[src/rtl/rbf_pkg.sv]
package rbf_pkg;
  localparam int DATA_W      = 8;
  localparam int ADDR_W      = 6;
  localparam int BANKS       = 4;
  localparam int BANK_REGS   = 32;
  localparam int COMMON_REGS = 16;
  localparam int FIXED_REGS  = 2;
  localparam int PAGE_SLOTS  = 11;
  localparam int DATA_PAGES  = 3;
  localparam int CTRL_PAGES  = 2;

  typedef enum logic [2:0] {
    RG_NONE, RG_FIXED, RG_STATUS, RG_POINTER,
    RG_PAGED, RG_CTRL, RG_COMMON, RG_BANKED
  } region_e;

  typedef struct packed {
    region_e    region;
    logic [4:0] idx;
    logic [1:0] page;
    logic [1:0] bank;
    logic       wr;
    logic       rd;
  } rbf_strobe_t;
endpackage

[src/rtl/rbf_ctrl.sv]
module rbf_ctrl
  import rbf_pkg::*;
#(
  parameter int P2_SLOTS = 4,
  parameter int C1_SLOTS = 6
) (
  input  logic [ADDR_W-1:0] addr,
  input  logic              ctlSel,
  input  logic              rdEn,
  input  logic              wrEn,
  input  logic [DATA_W-1:0] statusVal,
  input  logic [DATA_W-1:0] ptrVal,
  output rbf_strobe_t       strb
);
  localparam logic [3:0] P2_LIM = 4'(P2_SLOTS);
  localparam logic [3:0] C1_LIM = 4'(C1_SLOTS);

  logic              indirect;
  logic [ADDR_W-1:0] effAddr;
  logic [ADDR_W-1:0] offWide;
  logic [3:0]        slotOff;
  logic              inWindow;

  always_comb begin
    indirect = (addr == '0);
    effAddr  = indirect ? ptrVal[ADDR_W-1:0] : addr;
    offWide  = effAddr - 6'd5;
    slotOff  = offWide[3:0];
    inWindow = (addr >= 6'd5) && (addr <= 6'd15);

    strb.region = RG_NONE;
    strb.idx    = '0;
    strb.page   = '0;
    strb.bank   = ptrVal[7:6];

    if (ctlSel) begin
      // control space: direct window addresses only
      if (inWindow) begin
        strb.page = {1'b0, statusVal[5]};
        strb.idx  = {1'b0, addr[3:0] - 4'd5};
        if (!statusVal[5] || (addr[3:0] - 4'd5) < C1_LIM) strb.region = RG_CTRL;
      end
    end else if (effAddr == '0) begin
      strb.region = RG_NONE;
    end else if (effAddr <= 6'd2) begin
      strb.region = RG_FIXED;
      strb.idx    = 5'(effAddr - 6'd1);
    end else if (effAddr == 6'd3) begin
      strb.region = RG_STATUS;
    end else if (effAddr == 6'd4) begin
      strb.region = RG_POINTER;
    end else if (effAddr <= 6'd15) begin
      strb.page = statusVal[7] ? 2'd2 : {1'b0, statusVal[6]};
      strb.idx  = {1'b0, slotOff};
      if (!statusVal[7] || slotOff < P2_LIM) strb.region = RG_PAGED;
    end else if (effAddr <= 6'd31) begin
      strb.region = RG_COMMON;
      strb.idx    = {1'b0, effAddr[3:0]};
    end else begin
      strb.region = RG_BANKED;
      strb.idx    = effAddr[4:0];
    end

    strb.wr = wrEn && (strb.region != RG_NONE);
    strb.rd = rdEn;
  end
endmodule

[src/rtl/rbf_datapath.sv]
module rbf_datapath
  import rbf_pkg::*;
#(
  parameter int P2_SLOTS = 4
) (
  input  logic              clk,
  input  logic              rstN,
  input  rbf_strobe_t       strb,
  input  logic [DATA_W-1:0] wrData,
  output logic [DATA_W-1:0] rdData,
  output logic [DATA_W-1:0] statusVal,
  output logic [DATA_W-1:0] ptrVal
);
  localparam int PAGED_N = DATA_PAGES * PAGE_SLOTS;
  localparam int CTRL_N  = CTRL_PAGES * PAGE_SLOTS;

  logic [DATA_W-1:0] fixedMem  [FIXED_REGS];
  logic [DATA_W-1:0] pagedMem  [PAGED_N];
  logic [DATA_W-1:0] ctrlMem   [CTRL_N];
  logic [DATA_W-1:0] commonMem [COMMON_REGS];
  logic [DATA_W-1:0] statusReg, ptrReg;
  logic [DATA_W-1:0] bankRd    [BANKS];
  logic [5:0]        pIdx;
  logic [5:0]        cIdx;
  logic [DATA_W-1:0] muxVal;

  assign pIdx = 6'(strb.page) * 6'(PAGE_SLOTS) + 6'(strb.idx);
  assign cIdx = 6'(strb.page) * 6'(PAGE_SLOTS) + 6'(strb.idx);

  always_ff @(posedge clk) begin
    if (!rstN) begin
      statusReg <= '0;
      ptrReg    <= '0;
      for (int i = 0; i < FIXED_REGS; i++)  fixedMem[i]  <= '0;
      for (int i = 0; i < PAGED_N; i++)     pagedMem[i]  <= '0;
      for (int i = 0; i < CTRL_N; i++)      ctrlMem[i]   <= '0;
      for (int i = 0; i < COMMON_REGS; i++) commonMem[i] <= '0;
    end else if (strb.wr) begin
      case (strb.region)
        RG_FIXED:   fixedMem[strb.idx[0]]       <= wrData;
        RG_STATUS:  statusReg                   <= wrData;
        RG_POINTER: ptrReg                      <= wrData;
        RG_PAGED:   pagedMem[pIdx]              <= wrData;
        RG_CTRL:    ctrlMem[cIdx]               <= wrData;
        RG_COMMON:  commonMem[strb.idx[3:0]]    <= wrData;
        default: ;
      endcase
    end
  end

  for (genvar b = 0; b < BANKS; b++) begin : g_bank
    logic [DATA_W-1:0] bankMem [BANK_REGS];
    logic              bankWe;
    assign bankWe = strb.wr && (strb.region == RG_BANKED) && (strb.bank == 2'(b));
    always_ff @(posedge clk) begin
      if (!rstN) begin
        for (int i = 0; i < BANK_REGS; i++) bankMem[i] <= '0;
      end else if (bankWe) begin
        bankMem[strb.idx] <= wrData;
      end
    end
    assign bankRd[b] = bankMem[strb.idx];
  end

  always_comb begin
    case (strb.region)
      RG_FIXED:   muxVal = fixedMem[strb.idx[0]];
      RG_STATUS:  muxVal = statusReg;
      RG_POINTER: muxVal = ptrReg;
      RG_PAGED:   muxVal = pagedMem[pIdx];
      RG_CTRL:    muxVal = ctrlMem[cIdx];
      RG_COMMON:  muxVal = commonMem[strb.idx[3:0]];
      RG_BANKED:  muxVal = bankRd[strb.bank];
      default:    muxVal = '0;
    endcase
    rdData = strb.rd ? muxVal : '0;
  end

  assign statusVal = statusReg;
  assign ptrVal    = ptrReg;

  a_r5_none_reads_zero: assert property (@(posedge clk) disable iff (!rstN)
    (strb.rd && strb.region == RG_NONE) |-> rdData == '0);
  a_r6_page_legal: assert property (@(posedge clk) disable iff (!rstN)
    (strb.region == RG_PAGED) |-> strb.page != 2'd3);
  a_r7_page2_range: assert property (@(posedge clk) disable iff (!rstN)
    (strb.region == RG_PAGED && strb.page == 2'd2) |-> strb.idx < 5'(P2_SLOTS));
  a_r4_ptr_hold: assert property (@(posedge clk) disable iff (!rstN)
    !(strb.wr && strb.region == RG_POINTER) |=> $stable(ptrReg));
  a_r6_status_load: assert property (@(posedge clk) disable iff (!rstN)
    (strb.wr && strb.region == RG_STATUS) |=> statusReg == $past(wrData));
  a_r2_common_load: assert property (@(posedge clk) disable iff (!rstN)
    (strb.wr && strb.region == RG_COMMON) |=> commonMem[$past(strb.idx[3:0])] == $past(wrData));
endmodule

[src/rtl/rbf_regfile.sv]
module rbf_regfile
  import rbf_pkg::*;
#(
  parameter int P2_SLOTS = 4,
  parameter int C1_SLOTS = 6
) (
  input  logic              clk,
  input  logic              rstN,
  input  logic [ADDR_W-1:0] addr,
  input  logic              ctlSel,
  input  logic              rdEn,
  input  logic              wrEn,
  input  logic [DATA_W-1:0] wrData,
  output logic [DATA_W-1:0] rdData
);
  rbf_strobe_t       strb;
  logic [DATA_W-1:0] statusVal, ptrVal;

  rbf_ctrl #(.P2_SLOTS(P2_SLOTS), .C1_SLOTS(C1_SLOTS)) u_ctrl (
    .addr(addr), .ctlSel(ctlSel), .rdEn(rdEn), .wrEn(wrEn),
    .statusVal(statusVal), .ptrVal(ptrVal), .strb(strb)
  );

  rbf_datapath #(.P2_SLOTS(P2_SLOTS)) u_dp (
    .clk(clk), .rstN(rstN), .strb(strb), .wrData(wrData),
    .rdData(rdData), .statusVal(statusVal), .ptrVal(ptrVal)
  );

  a_r9_idle_zero: assert property (@(posedge clk) disable iff (!rstN)
    !rdEn |-> rdData == '0);
endmodule

[config.mk]
export PLATFORM = sky130hd
export DESIGN_NAME = rbf_regfile
export DESIGN_NICKNAME = d
export VERILOG_FILES = /design/src/rtl/rbf_pkg.sv /design/src/rtl/rbf_ctrl.sv /design/src/rtl/rbf_datapath.sv /design/src/rtl/rbf_regfile.sv
export SDC_FILE = /design/constraint.sdc
export NUM_CORES = 2
export LEC_CHECK = 0
export ABC_AREA = 1
export CORE_MARGIN = 2
export CORE_UTILIZATION = 52
export DETAILED_ROUTE_END_ITERATION = 8
export DONT_BUFFER_PORTS = 1
export PLACE_DENSITY = 0.69
export SYNTH_ARGS = -nofsm -noshare
export SYNTH_HDL_FRONTEND = slang
export SYNTH_HIERARCHICAL = 1
export SYNTH_SLANG_ARGS = --single-unit
[constraint.sdc]
create_clock -name clk -period 13.46 [get_ports clk]
set_input_delay 2.019 -clock clk [delete_from_list [all_inputs] [get_ports clk]]
set_output_delay 2.019 -clock clk [all_outputs]
set_load 0.1 [all_outputs]
==> impl_metrics.py <==
metrics = {
    "floorplan": {
        "core_area_um2": 168000,
        "start_util": 0.525,
        "die_area_um2": 173000,
        "die_x_um": 415,
        "die_h_um": 415,
        "boundaryPins": 27,
        "rows": 150,
    },
    "sta": {
        "maxSlewHeadroom": 0.103,
        "period_share": 0.838,
        "period_minus_slack_ps": 11280,
        "rsz0062_at_grt": "no",
        "tightest_slew_ps": 1330,
        "fmax_mhz": 88.6,
        "finalClockSkew_ps": 51.3,
        "finalHoldViolations": 0,
        "setup_viol": 0,
        "tns_ps": 0,
        "slew_violations": 0,
    },
    "logic_synthesis": {
        "ys.flop_type": "edfxtp_1",
        "synthArstFlopShare": 0,
        "synth_edf_count": 1936,
        "yosys_warnings": 6,
        "yosysSeqAreaShare": 0.664,
        "synthCells": 9264,
        "synthTopCellsByArea": "edfxtp_1 (66%), nand2_1 (14%), nor2_1 (10%)",
        "syn-num-nets": 9297,
        "yosysTopAreaCellShare": 0.661,
        "synth_area_leader_cell": "edfxtp_1",
        "ys_seq_elements": 1952,
        "syn_area_um2": 88000,
        "avgSynthCellArea_um2": 9.50,
        "synth_cell_types": 48,
    },
    "clock_network": {
        "cts_tree": "built",
        "postCtsHoldBufs": 0,
        "cts_resized": 0,
        "clock-root-buffer": "clkbuf_16",
        "insertion_delay_ps": 870,
        "clock-sinks": 1952,
        "clk_path_buf_depth": 3,
        "cts_max_level": 4,
        "path_clk_slew_ps": 70,
        "cts_buffers": 199,
        "cts_setup_buffers": 0,
    },
    "placement": {
        "io_buffer_count": 0,
        "dp_hpwl_um": 154000,
        "place_congestion": 0.936,
    },
    "flow_run": {
        "cap_violations": 0,
    },
    "grt": {
        "grt_max_degree": 212,
        "grt_pass1_vias": 62300,
        "track_usage": 0.294,
        "overflow": 0,
        "grt_pass1_wl_um": 385000,
        "antenna_found_initial": 4,
    },
    "run_status": {
        "status": "completed",
    },
    "routing": {
        "antenna_left": 0,
        "drt_first_pass_iters": 7,
        "post_drt_wl_per_cell_um": 22.8,
        "route.detailed.drc": 0,
        "drtIter0Drc": 8901,
        "drt_wl_total_um": 259000,
        "vias": 66000,
        "viasPerCell": 5.80,
    },
    "critical_path": {
        "cp.required_ps": 11440,
        "path_class": "input port to primary output",
        "arrival_ps": 9260,
        "crit_buf_inv": 5,
        "cp_slowest_cell": "nand2_4",
        "cp_top_family": "simple AND/OR/NAND/NOR gates",
        "r2r_slack_ps": 6690,
        "endpoint_kind": "primary output",
        "critPathMaxFanout": 73,
        "max_stage_delay_ps": 830,
        "crit_path_frequent_cell": "nand2_1",
        "cp-start-kind": "input port",
    },
    "pwr": {
        "p_per_area_nw_per_um2": 143,
        "power.total_w": 0.0137,
        "vdd_drop_max_v": 0.000141,
        "power.leakage_nw": 39.7,
    },
    "hold_path": {
        "hp-class": "register to register",
    },
    "finish": {
        "drive_gt1_frac": 0.0591,
        "fin_util": 0.572,
        "area_delta_synth_final_pct": 8.91,
        "fin_nets": 9038,
        "diodes": 0,
    },
}
-- tightest hold or removal path: stages, from the launching register on --
cell and delay [ps]:
dfxtp_1 350, nand2_1 80, a21oi_1 50
-- metal layers --
metal / global-route usage / vias to the layer above / part of all wire
met5: 0 / - / 0.000050
met4: 0.128 / 2 / 0.046
met3: 0.0504 / 648 / 0.11
met2: 0.467 / 3861 / 0.46
met1: 0.402 / 31800 / 0.38
li1: - / 29700 / -
-- final timing paths --
path | startpoint | end | cells past startpoint
worst max-delay path | addr[1] | rdData[5] | 32
worst min-delay path | u_dp/ptrVal[1]$_SDFFE_PN0P_ | u_dp/ptrVal[1]$_SDFFE_PN0P_ | 2
worst max register to register | u_dp/ptrVal[0]$_SDFFE_PN0P_ | u_dp/ctrlMem[29][0]$_DFFE_PP_ | 17
worst min register to register | u_dp/ptrVal[1]$_SDFFE_PN0P_ | u_dp/ptrVal[1]$_SDFFE_PN0P_ | 2
-- logic make-up (layout without fill, tap and decap cells) --
family | Yosys count | in the layout | synth area share
AND/OR/NAND/NOR | 6160 | 6160 | 0.275
flip-flops | 1952 | 1952 | 0.664
buffers and inverters | 818 | 730 | 0.0370
AO/OA/AOI/OAI | 317 | 317 | 0.0213
adder cells (fa/ha/maj) | 14 | 14 | 0.00216
XOR/XNOR | 3 | 3 | 0.000469
-- layout by cell type, fill, tap and decap left out, types with 7 or more instances in the layout --
cell type	count
a21oi_1	99
inv_8	10
nor2_4	15
clkbuf_16	200
dfxtp_1	16
o22ai_1	26
nor2_2	14
or2_2	78
ha_1	12
nand4_1	117
clkinv_1	52
bufinv_16	14
nor2_1	2446
clkbuf_1	38
nand3_1	195
nand2_1	3234
buf_4	66
clkinv_2	44
nand2_2	33
edfxtp_1	1936
a22oi_1	69
o21ai_0	93
inv_2	7
inv_1	263
buf_12	8
-- cells in the mapped netlist, drive strengths merged, types with 4 or more instances --
cell    instances
ha             12
dfxtp          16
o21ai          98
o211ai          4
o22ai          26
or2            78
o21a            4
a22oi          69
a221oi          4
buf           163
a21oi          99
nor2         2475
clkbuf        371
inv           281
nand2        3271
nand3         199
nor3           11
nand4         121
nand3b          5
edfxtp       1936
-- stage by stage --
stage               std cells  cell area [um^2]  hold WS [ps]  setup WS, ps
floorplan                9264             88000           454          4650
global placement        11000             89500           517          2350
detailed placement      11000             89500           520          2300
CTS                     11400             95900           530          2270
global route            11400             95900           548          1680
finish                  11400             95900           531          2180
-- flip-flops by register name, indices dropped and copies added (netlist names) --
| signal | cells |
|---|---|
| u_dp/g_bank.bankMem | 1024 |
| u_dp/ctrlMem | 256 |
| u_dp/commonMem | 128 |
| u_dp/pagedMem | 512 |
| u_dp/ptrVal | 8 |
| u_dp/fixedMem | 16 |
| u_dp/statusVal | 8 |
-- layout make-up --
cell class                      instances  area [um^2]
Fill cell                           14200        71700
Sequential cell                      1952        58500
Multi-Input combinational cell       6494        26400
Clock buffer                          242         5200
Tap cell                             2204         2760
Clock inverter                        130         1200
Inverter                              284         1140
Timing Repair Buffer                   74          656
-- report_power, final --
group          leakage, nW  internal (W)  total (W)  switching [W]
registers             19.8       0.00683    0.00688      0.0000483
clock network         3.13       0.00304    0.00543        0.00239
logic                 16.8      0.000292    0.00139        0.00110
Power figures use the tool's default switching activity.
